<file path="src/rtl/adc_irq_pkg.sv">
package adc_irq_pkg;

  localparam int unsigned OFS_LEVEL = 32'h10;
  localparam int unsigned OFS_TYPE  = 32'h11;
  localparam int unsigned OFS_HIPOL = 32'h12;
  localparam int unsigned OFS_LOPOL = 32'h13;
  localparam int unsigned OFS_ENSET = 32'h15;
  localparam int unsigned OFS_ENCLR = 32'h16;

  typedef enum logic [2:0] {
    SEL_NONE,
    SEL_LEVEL,
    SEL_TYPE,
    SEL_HIPOL,
    SEL_LOPOL,
    SEL_ENSET,
    SEL_ENCLR
  } reg_sel_e;

  function automatic reg_sel_e decode_addr(input logic [31:0] a);
    reg_sel_e s;
    case (a)
      OFS_LEVEL: s = SEL_LEVEL;
      OFS_TYPE:  s = SEL_TYPE;
      OFS_HIPOL: s = SEL_HIPOL;
      OFS_LOPOL: s = SEL_LOPOL;
      OFS_ENSET: s = SEL_ENSET;
      OFS_ENCLR: s = SEL_ENCLR;
      default:   s = SEL_NONE;
    endcase
    return s;
  endfunction

endpackage

</file>
<file path="src/rtl/adc_irq_regs.sv">
module adc_irq_regs
  import adc_irq_pkg::*;
#(
  parameter int unsigned ADDR_W = 8,
  parameter int unsigned DATA_W = 8,
  parameter int unsigned NSRC   = 5
) (
  input  logic              clk,
  input  logic              rst_n,
  input  logic              wr_en,
  input  logic [ADDR_W-1:0] addr,
  input  logic [DATA_W-1:0] wdata,
  input  logic [NSRC-1:0]   level_q,
  output logic [NSRC-1:0]   type_q,
  output logic [NSRC-1:0]   hipol_q,
  output logic [NSRC-1:0]   lopol_q,
  output logic [NSRC-1:0]   en_q,
  output logic [NSRC-1:0]   clr_pulse,
  output logic [DATA_W-1:0] rdata
);

  localparam int unsigned PAD_W = DATA_W - NSRC;

  reg_sel_e        sel;
  logic [NSRC-1:0] wbits;

  assign sel   = decode_addr(32'(addr));
  assign wbits = wdata[NSRC-1:0];

  always_ff @(posedge clk or negedge rst_n) begin
    if (!rst_n) begin
      type_q  <= '0;
      hipol_q <= '0;
      lopol_q <= '0;
      en_q    <= '0;
    end else if (wr_en) begin
      case (sel)
        SEL_TYPE:  type_q  <= wbits;
        SEL_HIPOL: hipol_q <= wbits;
        SEL_LOPOL: lopol_q <= wbits;
        SEL_ENSET: en_q    <= en_q | wbits;
        SEL_ENCLR: en_q    <= en_q & ~wbits;
        default:   ;
      endcase
    end
  end

  assign clr_pulse = (wr_en && sel == SEL_ENCLR) ? wbits : '0;

  always_comb begin
    logic [NSRC-1:0] v;
    case (sel)
      SEL_LEVEL: v = level_q;
      SEL_TYPE:  v = type_q;
      SEL_HIPOL: v = hipol_q;
      SEL_LOPOL: v = lopol_q;
      SEL_ENSET: v = en_q;
      SEL_ENCLR: v = en_q;
      default:   v = '0;
    endcase
    rdata = {{PAD_W{1'b0}}, v};
  end

  // set writes raise the written enable bits
  assert_enset_R3: assert property (@(posedge clk) disable iff (!rst_n)
    (wr_en && sel == SEL_ENSET) |=> ((en_q & $past(wbits)) == $past(wbits)));

  // clear writes drop the written enable bits
  assert_enclr_R3: assert property (@(posedge clk) disable iff (!rst_n)
    (wr_en && sel == SEL_ENCLR) |=> ((en_q & $past(wbits)) == '0));

  // unmapped or read-only offsets leave configuration untouched
  assert_ignored_wr_R10: assert property (@(posedge clk) disable iff (!rst_n)
    (wr_en && (sel == SEL_NONE || sel == SEL_LEVEL)) |=>
      ($stable(type_q) && $stable(hipol_q) && $stable(lopol_q) && $stable(en_q)));

endmodule

</file>
<file path="src/rtl/adc_irq_detect.sv">
module adc_irq_detect #(
  parameter int unsigned NSRC = 5
) (
  input  logic            clk,
  input  logic            rst_n,
  input  logic [NSRC-1:0] evt_in,
  input  logic [NSRC-1:0] type_q,
  input  logic [NSRC-1:0] hipol_q,
  input  logic [NSRC-1:0] lopol_q,
  output logic [NSRC-1:0] level_q,
  output logic [NSRC-1:0] hit
);

  logic [NSRC-1:0] prev_q;

  always_ff @(posedge clk or negedge rst_n) begin
    if (!rst_n) begin
      level_q <= '0;
      prev_q  <= '0;
    end else begin
      level_q <= evt_in;
      prev_q  <= level_q;
    end
  end

  for (genvar g = 0; g < NSRC; g++) begin : g_bit
    logic rise, fall, edge_hit, lvl_hit;
    assign rise     = level_q[g] & ~prev_q[g];
    assign fall     = ~level_q[g] & prev_q[g];
    assign edge_hit = (hipol_q[g] & rise) | (lopol_q[g] & fall);
    assign lvl_hit  = (hipol_q[g] & level_q[g]) | (lopol_q[g] & ~level_q[g]);
    assign hit[g]   = type_q[g] ? edge_hit : lvl_hit;
  end

endmodule

</file>
<file path="src/rtl/adc_irq_pending.sv">
module adc_irq_pending #(
  parameter int unsigned NSRC = 5
) (
  input  logic            clk,
  input  logic            rst_n,
  input  logic [NSRC-1:0] hit,
  input  logic [NSRC-1:0] clr,
  input  logic [NSRC-1:0] en,
  output logic [NSRC-1:0] pend_q,
  output logic            irq
);

  for (genvar g = 0; g < NSRC; g++) begin : g_latch
    logic p;
    always_ff @(posedge clk or negedge rst_n) begin
      if (!rst_n) p <= 1'b0;
      else        p <= (p & ~clr[g]) | hit[g];
    end
    assign pend_q[g] = p;
  end

  assign irq = |(pend_q & en);

  // a pending bit only rises after a detected event
  assert_pend_cause_R4: assert property (@(posedge clk) disable iff (!rst_n)
    1'b1 |=> ((pend_q & ~$past(pend_q) & ~$past(hit)) == '0));

  // a pending bit holds unless cleared
  assert_pend_sticky_R7: assert property (@(posedge clk) disable iff (!rst_n)
    1'b1 |=> ((pend_q & $past(pend_q & ~clr)) == $past(pend_q & ~clr)));

  // a clear with no simultaneous event empties the latch
  assert_pend_clear_R8: assert property (@(posedge clk) disable iff (!rst_n)
    1'b1 |=> ((pend_q & $past(clr & ~hit)) == '0));

endmodule

</file>
<file path="src/rtl/adc_irq_ctrl.sv">
module adc_irq_ctrl #(
  parameter int unsigned ADDR_W = 8,
  parameter int unsigned DATA_W = 8,
  parameter int unsigned NSRC   = 5
) (
  input  logic              clk,
  input  logic              rst_n,
  input  logic              reg_wr_en,
  input  logic [ADDR_W-1:0] reg_addr,
  input  logic [DATA_W-1:0] reg_wdata,
  output logic [DATA_W-1:0] reg_rdata,
  input  logic [NSRC-1:0]   evt_in,
  output logic              irq_out
);

  logic [NSRC-1:0] level_q, type_q, hipol_q, lopol_q, en_q, clr_pulse;
  logic [NSRC-1:0] hit, pend_q;

  adc_irq_regs #(.ADDR_W(ADDR_W), .DATA_W(DATA_W), .NSRC(NSRC)) u_regs (
    .clk       (clk),
    .rst_n     (rst_n),
    .wr_en     (reg_wr_en),
    .addr      (reg_addr),
    .wdata     (reg_wdata),
    .level_q   (level_q),
    .type_q    (type_q),
    .hipol_q   (hipol_q),
    .lopol_q   (lopol_q),
    .en_q      (en_q),
    .clr_pulse (clr_pulse),
    .rdata     (reg_rdata)
  );

  adc_irq_detect #(.NSRC(NSRC)) u_detect (
    .clk     (clk),
    .rst_n   (rst_n),
    .evt_in  (evt_in),
    .type_q  (type_q),
    .hipol_q (hipol_q),
    .lopol_q (lopol_q),
    .level_q (level_q),
    .hit     (hit)
  );

  adc_irq_pending #(.NSRC(NSRC)) u_pending (
    .clk    (clk),
    .rst_n  (rst_n),
    .hit    (hit),
    .clr    (clr_pulse),
    .en     (en_q),
    .pend_q (pend_q),
    .irq    (irq_out)
  );

endmodule

</file>
<file path="config.mk">
export PLATFORM = sky130hd
export DESIGN_NAME = adc_irq_ctrl
export DESIGN_NICKNAME = d
export VERILOG_FILES = /design/src/rtl/adc_irq_pkg.sv /design/src/rtl/adc_irq_regs.sv /design/src/rtl/adc_irq_detect.sv /design/src/rtl/adc_irq_pending.sv /design/src/rtl/adc_irq_ctrl.sv
export SDC_FILE = /design/constraint.sdc
export NUM_CORES = 1
export LEC_CHECK = 0
export CORE_MARGIN = 2
export CORE_UTILIZATION = 45
export DETAILED_ROUTE_END_ITERATION = 8
export DONT_BUFFER_PORTS = 1
export GPL_ROUTABILITY_DRIVEN = 0
export PLACE_DENSITY = 0.68
export SYNTH_ARGS = -nofsm -noshare
export SYNTH_HDL_FRONTEND = slang
export SYNTH_SLANG_ARGS = --single-unit
</file>
<file path="constraint.sdc">
create_clock -name clk -period 1.92 [get_ports clk]
set_clock_uncertainty 0.15 [all_clocks]
set_input_delay 0.192 -clock clk [delete_from_list [all_inputs] [get_ports clk]]
set_output_delay 0.192 -clock clk [all_outputs]
set_load 0.02 [all_outputs]
</file>
==> results of run 1 <==
[cells in the mapped netlist, types with 3 or more instances]
master    instances  area, µm²
clkbuf_1          5       18.8
o21a_1            5       37.5
a21oi_1          10       50.1
mux2_2           10        113
nand2_1           7       26.3
xnor2_1           6       52.6
nand4_1           5       31.3
o22a_1            5       43.8
dfrtp_1          35        876
nor4_1            5       31.3
nand3_1           5       25.0
mux2i_1          15        150
a21o_1            5       37.5
mux2_4            5       75.1
buf_4             3       22.5
[worst min-delay path, cell delays in order]
cell	delay, ps
nand2_1	40
nor4_1	40
o21a_1	150
[layer usage]
metal | GRT usage | vias to the layer above | share of wire
met5 | 0 | - | 0
met1 | 0.261 | 625 | 0.46
met2 | 0.303 | 24 | 0.49
met3 | 0.0771 | 5 | 0.042
met4 | 0.0573 | 0 | 0.0094
li1 | - | 576 | -
[worst paths after layout]
| check | end | slack (ps) | depth (start not counted) |
|---|---|---|---|
| max | irq_out | 180 | 2 |
| min | flip-flop | 10 | 3 |
| max reg2reg | u_pending.g_latch[1].p$_DFF_PN0_ | 790 | 3 |
| min reg2reg | u_detect.prev_q[4]$_DFF_PN0_ | 320 | 0 |
| max in group asynchronous | u_pending.g_latch[1].p$_DFF_PN0_ | 1240 | 2 |
| min in group asynchronous | u_detect.level_q[3]$_DFF_PN0_ | 190 | 2 |
[power groups by stage]
stage                     logic, µW  clock network (µW)  registers, µW
after floorplan                 154                   0            871
after global placement          162                   0            883
after detailed placement        168                   0            888
after CTS                       213                 589            874
after global routing            233                 635            884
final                           211                 579            875
[metrics by stage]
step / cell area (µm²) / hold WS (ps)
after floorplan: 1730 / -254
after global placement: 1840 / -253
after detailed placement: 1840 / -253
after CTS: 2080 / 14.1
after global routing: 2080 / 21.8
final: 2080 / 14.8
[cell type report]
class	count	area [µm²]	share of cell area
clock buffer	8	100	0.0481
multi-input combinational	99	797	0.383
tap	48	60.1	0.0288
inverter	1	3.75	0.00180
sequential	35	876	0.421
timing repair buffer	27	245	0.118
[cell families (layout without fill, tap and decap cells)]
| kind of cell | Yosys count | in the layout | share of synthesized area |
|---|---|---|---|
| buffers and inverters | 11 | 36 | 0.0314 |
| DFF | 35 | 35 | 0.511 |
| and+or+nand+nor | 32 | 32 | 0.115 |
| AOI/OAI and AO/OA | 27 | 27 | 0.109 |
| xor gates and xnor gates | 7 | 7 | 0.0357 |
| other | 1 | 3 | 0.00219 |
| muxes | 30 | 30 | 0.197 |
==> qor.yml, run 1 <==
power_and_ir_drop:
  power_uw: 1660
  combPwrFrac: 0.127
  p_switching_uw: 407
  p_int_uw: 1260
  sw_frac_of_total: 0.245
  ir_worst_vdd_uv: 538
  p_seq_frac: 0.525
  pwr-share-clk: 0.348
  leakage_uw: 0.000942
  power.density_mw_per_mm2: 800
drt:
  post_drt_wl_per_cell_um: 17.1
  viasPerCell: 5.64
  finalWirelength_mm: 3.73
  antenna_left: 0
  drtPass1Iterations: 4
  first_iter_violations: 65
  detailroute.via_count: 1230
  drc: 0
clocking:
  h-tree-depth: 2
  clkLatencyLatePin_ps: 290
  cts_buffer_depth: 2
  cts_sinks: 35
  post_cts_resized: 0
  cts_tree: "done"
  path_clk_slew_ps: 70
  post_cts_buffers: 0
  hold_buffers: 13
  root_buffer: "clkbuf_8"
  cts_buffers: 5
yosys:
  synthDistinctLibCells: 32
  synthCells: 143
  yosys_warnings: 0
  synth_seq_cells: 35
  yosysSeqAreaShare: 0.511
  synth.avg_cell_area_um2: 12.0
  async_flop_share: 1.00
  syn_area_mm2: 0.00172
  ys.flop_type: "dfrtp_1"
  synth_edf_count: 0
sta:
  hold_viol: 0
  setup_tns_ps: 0
  finalWorstSetupSlack_ps: 185
  rsz0062_at_grt: "no"
  fin_crit_sh: 0.904
  setup_viol: 0
  period_needed_ps: 1740
  max_freq_mhz: 576
  drv_slew: 0
critical_path:
  crit_slowest_cell: "a222oi_1"
  crit_chain: "a222oi_1 > nand2_1"
  cp.buffers_inverters: 0
  path_class: "reg -> out"
  critPathTopFamily: "compound AO/OA/AOI/OAI gates"
  cp.required_ps: 1580
  endpoint_kind: "primary output"
  slowest_delay_ps: 460
  cp-startpoint: "u_pending.g_latch[3].p$_DFF_PN0_"
  r2r_start: "u_detect.level_q[1]$_DFF_PN0_"
  worstPathMaxFanout: 2
  start_kind: "flip-flop"
  worstPathArrival_ps: 1390
floorplan:
  fp.dieW_um: 65.7
  pin_count: 33
  initial_core_util: 0.469
  die-area_mm2: 0.00432
  rows: 22
  die_h_um: 65.7
  core_mm2: 0.00366
finish:
  antenna_cells: 0
  fillerInstances: 334
  final_cell_mix: "dfrtp_1 (35), mux2i_1 (15), buf_4 (14)"
  area.growth.synth_to_final_pct: 21.4
  finish.utilization: 0.569
  final_common_cell: "dfrtp_1"
  drive_gt1_frac: 0.235
  stdcell_count: 218
  nNetsFinal: 193
global_route:
  grt_pass1_wl_mm: 6.22
  grt_pass1_vias: 1248
  antenna_found_initial: 0
  grt-ovfl-total: 0
  grt_usage: 0.198
  grt_max_degree: 36
placement:
  pre_cts_slack_ps: -4.35
  dp_hpwl_mm: 2.60
  post-place-cells: 197
  place.port_buffers: 0
run_status:
  status: "finished clean"
hold_path:
  hold_class: "in -> reg"
  min-delay-start: "reg_wr_en"
run:
  drv_cap: 0
(Power assumes the default switching activity.)
==> run 2: changes to the inputs <==
--- a/config.mk
+++ b/config.mk
@@ -10,7 +10,7 @@
 export DETAILED_ROUTE_END_ITERATION = 8
 export DONT_BUFFER_PORTS = 1
 export GPL_ROUTABILITY_DRIVEN = 0
-export PLACE_DENSITY = 0.68
+export PLACE_DENSITY = 0.61
 export SYNTH_ARGS = -nofsm -noshare
 export SYNTH_HDL_FRONTEND = slang
 export SYNTH_SLANG_ARGS = --single-unit
==> run 2 against run 1 <==
  * Wire length rose by 4.4%
  * Setup slack got worse by 12 ps
  * Sequential power barely moved
  * Global-route usage rose by 0.78 points
  * Critical path depth rose by 3
  * Register-to-register slack barely moved
  * Power rose by 6.9%
  * Via count fell by 0.16%
  * Worst hold slack got worse by 1.0 ps
  * Clock power rose by 20%
  * Non-clock buffer count rose by 1
  * Critical path type is now in -> reg
  * Largest power group unchanged
==> qor.yml, run 2 (synthesis results as in run 1) <==
global_route:
  grt_pass1_wl_mm: 6.49  # +4.3%
  grt-ovfl-total: 0  # unchanged
  grt_usage: 0.206  # +0.00783
  grt_max_degree: 36  # unchanged
  antenna_found_initial: 0  # unchanged
  grt_pass1_vias: 1329  # +6.5%
clocking:
  post_cts_buffers: 0  # unchanged
  clkLatencyLatePin_ps: 290  # about the same
  cts_buffers: 5  # unchanged
  h-tree-depth: 2  # unchanged
  path_clk_slew_ps: 70  # about the same
  cts_tree: "done"
  cts_buffer_depth: 2  # unchanged
  cts_sinks: 35  # unchanged
  root_buffer: "clkbuf_8"
  post_cts_resized: 0  # unchanged
power_and_ir_drop:
  power.density_mw_per_mm2: 844  # +5.6%
  ir_worst_vdd_uv: 599  # +11%
  leakage_uw: 0.000956  # +1.5%
hold_path:
  min-delay-start: "reg_wr_en"
  whs_path_depth: 3  # unchanged
  hold_class: "in -> reg"
sta:
  slew_headroom: 0.649
  rsz0062_at_grt: "no"
  period_needed_ps: 1750  # +12.0 ps
  setup_tns_ps: 0  # unchanged
  setup_viol: 0  # unchanged
  fin_crit_sh: 0.910  # +0.00623
  hold_viol: 0  # unchanged
  tightest_slew_ps: 523
  max_freq_mhz: 572  # -0.68%
  drv_slew: 0  # unchanged
  whs_ps: 13.8  # -1.03 ps
finish:
  antenna_cells: 0  # unchanged
  seq_area_um2: 876  # unchanged
  multiInputGateArea_um2: 797  # unchanged
  final_common_cell: "dfrtp_1"
  fillerInstances: 301  # -9.9%
  fin_area_mm2: 0.00211  # +1.2%
  final_cell_mix: "dfrtp_1 (35), mux2i_1 (15), buf_4 (15)"
  drive_gt1_frac: 0.246  # +0.0103
  finish.utilization: 0.576  # +0.00684
  area.growth.synth_to_final_pct: 22.8
  nNetsFinal: 194  # +0.52%
critical_path:
  r2r_start: "u_detect.level_q[3]$_DFF_PN0_"
  worstRegToRegCells: 3  # unchanged
  endpoint_kind: "flip-flop"
  start_kind: "primary input"
  path_class: "in -> reg"
  reg2reg_setup_slack_ps: 790  # about the same
  worstPathMaxFanout: 3  # +1
  cp.required_ps: 1940  # +360 ps
  worstPathArrival_ps: 1770  # +380 ps
  r2r-end: "u_pending.g_latch[3].p$_DFF_PN0_"
run:
  drv_cap: 0  # unchanged
floorplan:
  core_mm2: 0.00366  # unchanged
  rows: 22  # unchanged
  pin_count: 33  # unchanged
  fp.dieW_um: 65.7  # unchanged
  die_h_um: 65.7  # unchanged
  initial_core_util: 0.469  # unchanged
  die-area_mm2: 0.00432  # unchanged
drt:
  drtPass1Iterations: 4  # unchanged
  viasPerCell: 5.61  # -0.62%
  wl_met3_um: 145  # -6.5%
  drc: 0  # unchanged
  antenna_left: 0  # unchanged
  first_iter_violations: 62  # -4.6%
  met1_length_mm: 1.75  # +1.6%
  finalWirelength_mm: 3.89  # +4.4%
  dr_wl_met2_mm: 1.92  # +5.9%
  dr.max_layer_used: "met4"
  post_drt_wl_per_cell_um: 17.8  # +3.9%
  detailroute.via_count: 1228  # -0.16%
placement:
  dp_hpwl_mm: 2.61  # +0.65%
  place.port_buffers: 0  # unchanged
  place_area_mm2: 0.00185  # +0.41%
run_status:
  status: "finished clean"
run 2: changes by cell type in the layout (fill, tap and decap cells not counted), sizes merged:
| cell | change |
|---|---|
| buf | +1 |
| bufinv | +1 |
| clkbuf | -2 |
| clkinv | +1 |
run 2: through the flow:
| stage | setup slack, ps | power [µW] | instances |
|---|---|---|---|
| 4_1_cts | 180 | 1790 | 219 |
| 3_3_place_gp | -87.1 | 1050 | 198 |
| 2_1_floorplan | -2.03 | 1020 | 145 |
| 6_report | 173 | 1780 | 219 |
| 5_1_grt | 105 | 1850 | 219 |
| 3_5_place_dp | -132 | 1050 | 198 |
run 2: worst max path at each step:
stage	slack (ps)	start	to
after global placement	-90	reg_addr[7]	u_regs.lopol_q[4]$_DFFE_PN0P_
after detailed placement	-130	reg_addr[7]	u_regs.lopol_q[1]$_DFFE_PN0P_
after CTS	180	reg_addr[7]	u_regs.lopol_q[1]$_DFFE_PN0P_
after floorplan	-2	reg_addr[7]	u_regs.type_q[0]$_DFFE_PN0P_
final	170	reg_addr[7]	u_regs.lopol_q[0]$_DFFE_PN0P_
after global routing	110	u_pending.g_latch[3].p$_DFF_PN0_	irq_out
run 2: timing repair:
item | CTS | global route
hold buffers | 13 | 0
endpoints found under the hold margin | 65 | 0
setup endpoints to repair | 0 | 0
run 2: critical path, cell delays in order:
cell and delay, ps:
or4b_4 530, buf_4 160, nor3_1 360, buf_4 210, mux2_2 320
run 2: power breakdown:
part	internal [µW]	leakage [µW]	switching, µW
clock network	420	0.0000612	272
registers	818	0.000445	56.1
logic	113	0.000450	101
total	1350	0.000956	428
run 2: area by class of cell:
type	instances	share of cell area
timing repair buffer	28	0.120
sequential	35	0.416
clock buffer	6	0.0392
multi-input combinational	99	0.378
clock inverter	2	0.0166
tap	48	0.0285
inverter	1	0.00178
run 2: routing by layer:
metal	GRT usage	up-vias
met2	0.332	24
li1	-	580
met3	0.0497	9
met5	0	-
met4	0.104	0
met1	0.257	615
==> run 3: changes to the inputs <==
--- a/config.mk
+++ b/config.mk
@@ -5,12 +5,14 @@
 export SDC_FILE = /design/constraint.sdc
 export NUM_CORES = 1
 export LEC_CHECK = 0
+export CELL_PAD_IN_SITES_DETAIL_PLACEMENT = 1
+export CELL_PAD_IN_SITES_GLOBAL_PLACEMENT = 1
 export CORE_MARGIN = 2
 export CORE_UTILIZATION = 45
 export DETAILED_ROUTE_END_ITERATION = 8
 export DONT_BUFFER_PORTS = 1
 export GPL_ROUTABILITY_DRIVEN = 0
-export PLACE_DENSITY = 0.61
+export PLACE_DENSITY = 0.73
 export SYNTH_ARGS = -nofsm -noshare
 export SYNTH_HDL_FRONTEND = slang
 export SYNTH_SLANG_ARGS = --single-unit
==> run 3 against run 2 <==
  * Count of clock-buffer cells in the layout shrank 1
  * Global-route usage grew 1.8 points
  * Power grew 6.3%
  * Sequential power grew 0.6%
  * Via count grew 4.6%
  * Sequential share of layout area shrank 0.22 points
  * First-iteration DRC count shrank 29%
  * Wire length grew 12%
  * Worst hold slack lost 8.2 ps
  * Setup slack gained 11 ps
  * Combinational power is essentially flat
  * Cell area grew 0.53%
  * Critical path type is now in -> out
==> qor.yml, run 3 (synthesis results as in run 1) <==
run_status:
  status: "finished clean"
global_route:
  antenna_found_initial: 0  # unchanged
  grt-ovfl-total: 0  # unchanged
  grt_usage: 0.224  # +0.0180
  grt_pass1_vias: 1381  # +3.9%
  grt_pass1_wl_mm: 6.97  # +7.4%
  grt_max_degree: 36  # unchanged
floorplan:
  die-area_mm2: 0.00432  # unchanged
  rows: 22  # unchanged
  pin_count: 33  # unchanged
  core_mm2: 0.00366  # unchanged
  die_h_um: 65.7  # unchanged
  initial_core_util: 0.469  # unchanged
  fp.dieW_um: 65.7  # unchanged
drt:
  post_drt_wl_per_cell_um: 20.1  # +13%
  drtPass1Iterations: 4  # unchanged
  drc: 0  # unchanged
  detailroute.via_count: 1285  # +4.6%
  first_iter_violations: 44  # -29%
  finalWirelength_mm: 4.37  # +12%
  viasPerCell: 5.89  # +5.1%
  antenna_left: 0  # unchanged
placement:
  pre_cts_slack_ps: -21.6  # +111 ps
  place.port_buffers: 0  # unchanged
  place_area_mm2: 0.00184  # -0.41%
  dp_hpwl_mm: 2.92  # +12%
sta:
  fin_crit_sh: 0.905  # -0.00558
  max_freq_mhz: 576  # +0.62%
  tightest_slew_ps: 510  # -12.9 ps
  finalWorstSetupSlack_ps: 183  # +10.7 ps
  slew_headroom: 0.657  # +0.00867
  rsz0062_at_grt: "no"
  setup_viol: 0  # unchanged
  period_needed_ps: 1740  # -10.7 ps
  hold_viol: 0  # unchanged
  drv_slew: 0  # unchanged
finish:
  antenna_cells: 0  # unchanged
  drive_gt1_frac: 0.241  # -0.00444
  final_common_cell: "dfrtp_1"
  nNetsFinal: 193  # -0.52%
  final_cell_mix: "dfrtp_1 (35), mux2i_1 (15), buf_4 (14)"
  area.growth.synth_to_final_pct: 23.5
  fin_area_mm2: 0.00212  # +0.53%
clocking:
  cts_sinks: 35  # unchanged
  h-tree-depth: 2  # unchanged
  cts_buffers: 5  # unchanged
  root_buffer: "clkbuf_8"
  path_clk_slew_ps: 70  # about the same
  cts_tree: "done"
  cts_buffer_depth: 2  # unchanged
  clkLatencyLatePin_ps: 290  # about the same
run:
  drv_cap: 0  # unchanged
critical_path:
  cp_common_cell: "buf_4"
  cp.required_ps: 1580  # -360 ps
  worstPathMaxFanout: 5  # +2
  slowest_delay_ps: 470  # -60 ps
  reg2reg_setup_slack_ps: 760  # -30 ps
  crit_slowest_cell: "or3b_1"
  path_class: "in -> out"
  endpoint_kind: "primary output"
  cp.buffers_inverters: 2  # unchanged
  crit_chain: "or3b_1 > buf_4 > o22a_1 > a21oi_1 > buf_4"
  critPathTopFamily: "simple AND/OR/NAND/NOR gates"
  worstPathArrival_ps: 1390  # -380 ps
  start_kind: "primary input"
power_and_ir_drop:
  ir_worst_vdd_uv: 496  # -17%
  power.density_mw_per_mm2: 893  # +5.8%
  leakage_uw: 0.000955  # -0.11%
hold_path:
  hold_class: "in -> reg"
==> run 3: changes by cell type in the layout (fill, tap and decap cells not counted) <==
cell,change
buf_4,-1
bufinv_16,+1
clkbuf_8,-1
clkinv_2,-1
clkinvlp_4,+1
==> run 3: what timing repair did <==
action | 4_1_cts | 5_1_grt
buffers inserted | 0 | 0
hold endpoints to repair | 64 | 0
gates resized for setup | 0 | 0
hold buffers | 13 | 0
==> run 3: final cells by class <==
| class | count | area, µm² |
|---|---|---|
| fill | 380 | 1540 |
| sequential | 35 | 876 |
| multi-input combinational | 99 | 797 |
| timing repair buffer | 27 | 245 |
| clock buffer | 5 | 68.8 |
| clock inverter | 3 | 67.6 |
| tap | 48 | 60.1 |
| inverter | 1 | 3.75 |
==> run 3: routing by layer <==
metal	wire [µm]	vias to the layer above	track usage	share of wire
li1	-	574	-	-
met1	1810	672	0.253	0.41
met2	2290	31	0.398	0.52
met3	181	8	0.0548	0.041
met4	90	0	0.0990	0.021
met5	0	-	0	0
==> run 3: worst reg2reg max path, cell delays in order (launching register included) <==
cell and delay, ps:
dfrtp_1 420, mux2i_1 250, a21oi_1 70, a21o_1 160
==> run 3: worst paths after layout <==
kind / startpoint / end / depth (start not counted)
worst min register to register: u_detect.level_q[2]$_DFF_PN0_ / u_detect.prev_q[2]$_DFF_PN0_ / 0
max in group asynchronous: rst_n / asynchronous set/reset pin / 2
min in group asynchronous: rst_n / u_pending.g_latch[4].p$_DFF_PN0_ / 2
worst max register to register: u_detect.level_q[1]$_DFF_PN0_ / u_pending.g_latch[1].p$_DFF_PN0_ / 3
worst max-delay path: reg_addr[2] / reg_rdata[3] / 5
worst min-delay path: reg_wr_en / u_pending.g_latch[0].p$_DFF_PN0_ / 2
==> run 3: stage by stage <==
stage	instances	hold slack [ps]	power, µW	utilization	TNS, ps
finish	218	5.58	1890	0.579	0
CTS	218	0.574	1910	0.579	0
global placement	197	-253	1050	0.503	-3.35
detailed placement	197	-253	1060	0.503	-60.8
global route	218	9.53	1960	0.579	0
floorplan	145	-254	1020	-	-10.2
==> run 3: report_power, final <==
| part | total [µW] | switching [µW] | internal (µW) |
|---|---|---|---|
| Combinational | 215 | 103 | 112 |
| Sequential | 879 | 61.1 | 818 |
| Clock | 798 | 280 | 518 |
| Total | 1890 | 444 | 1450 |
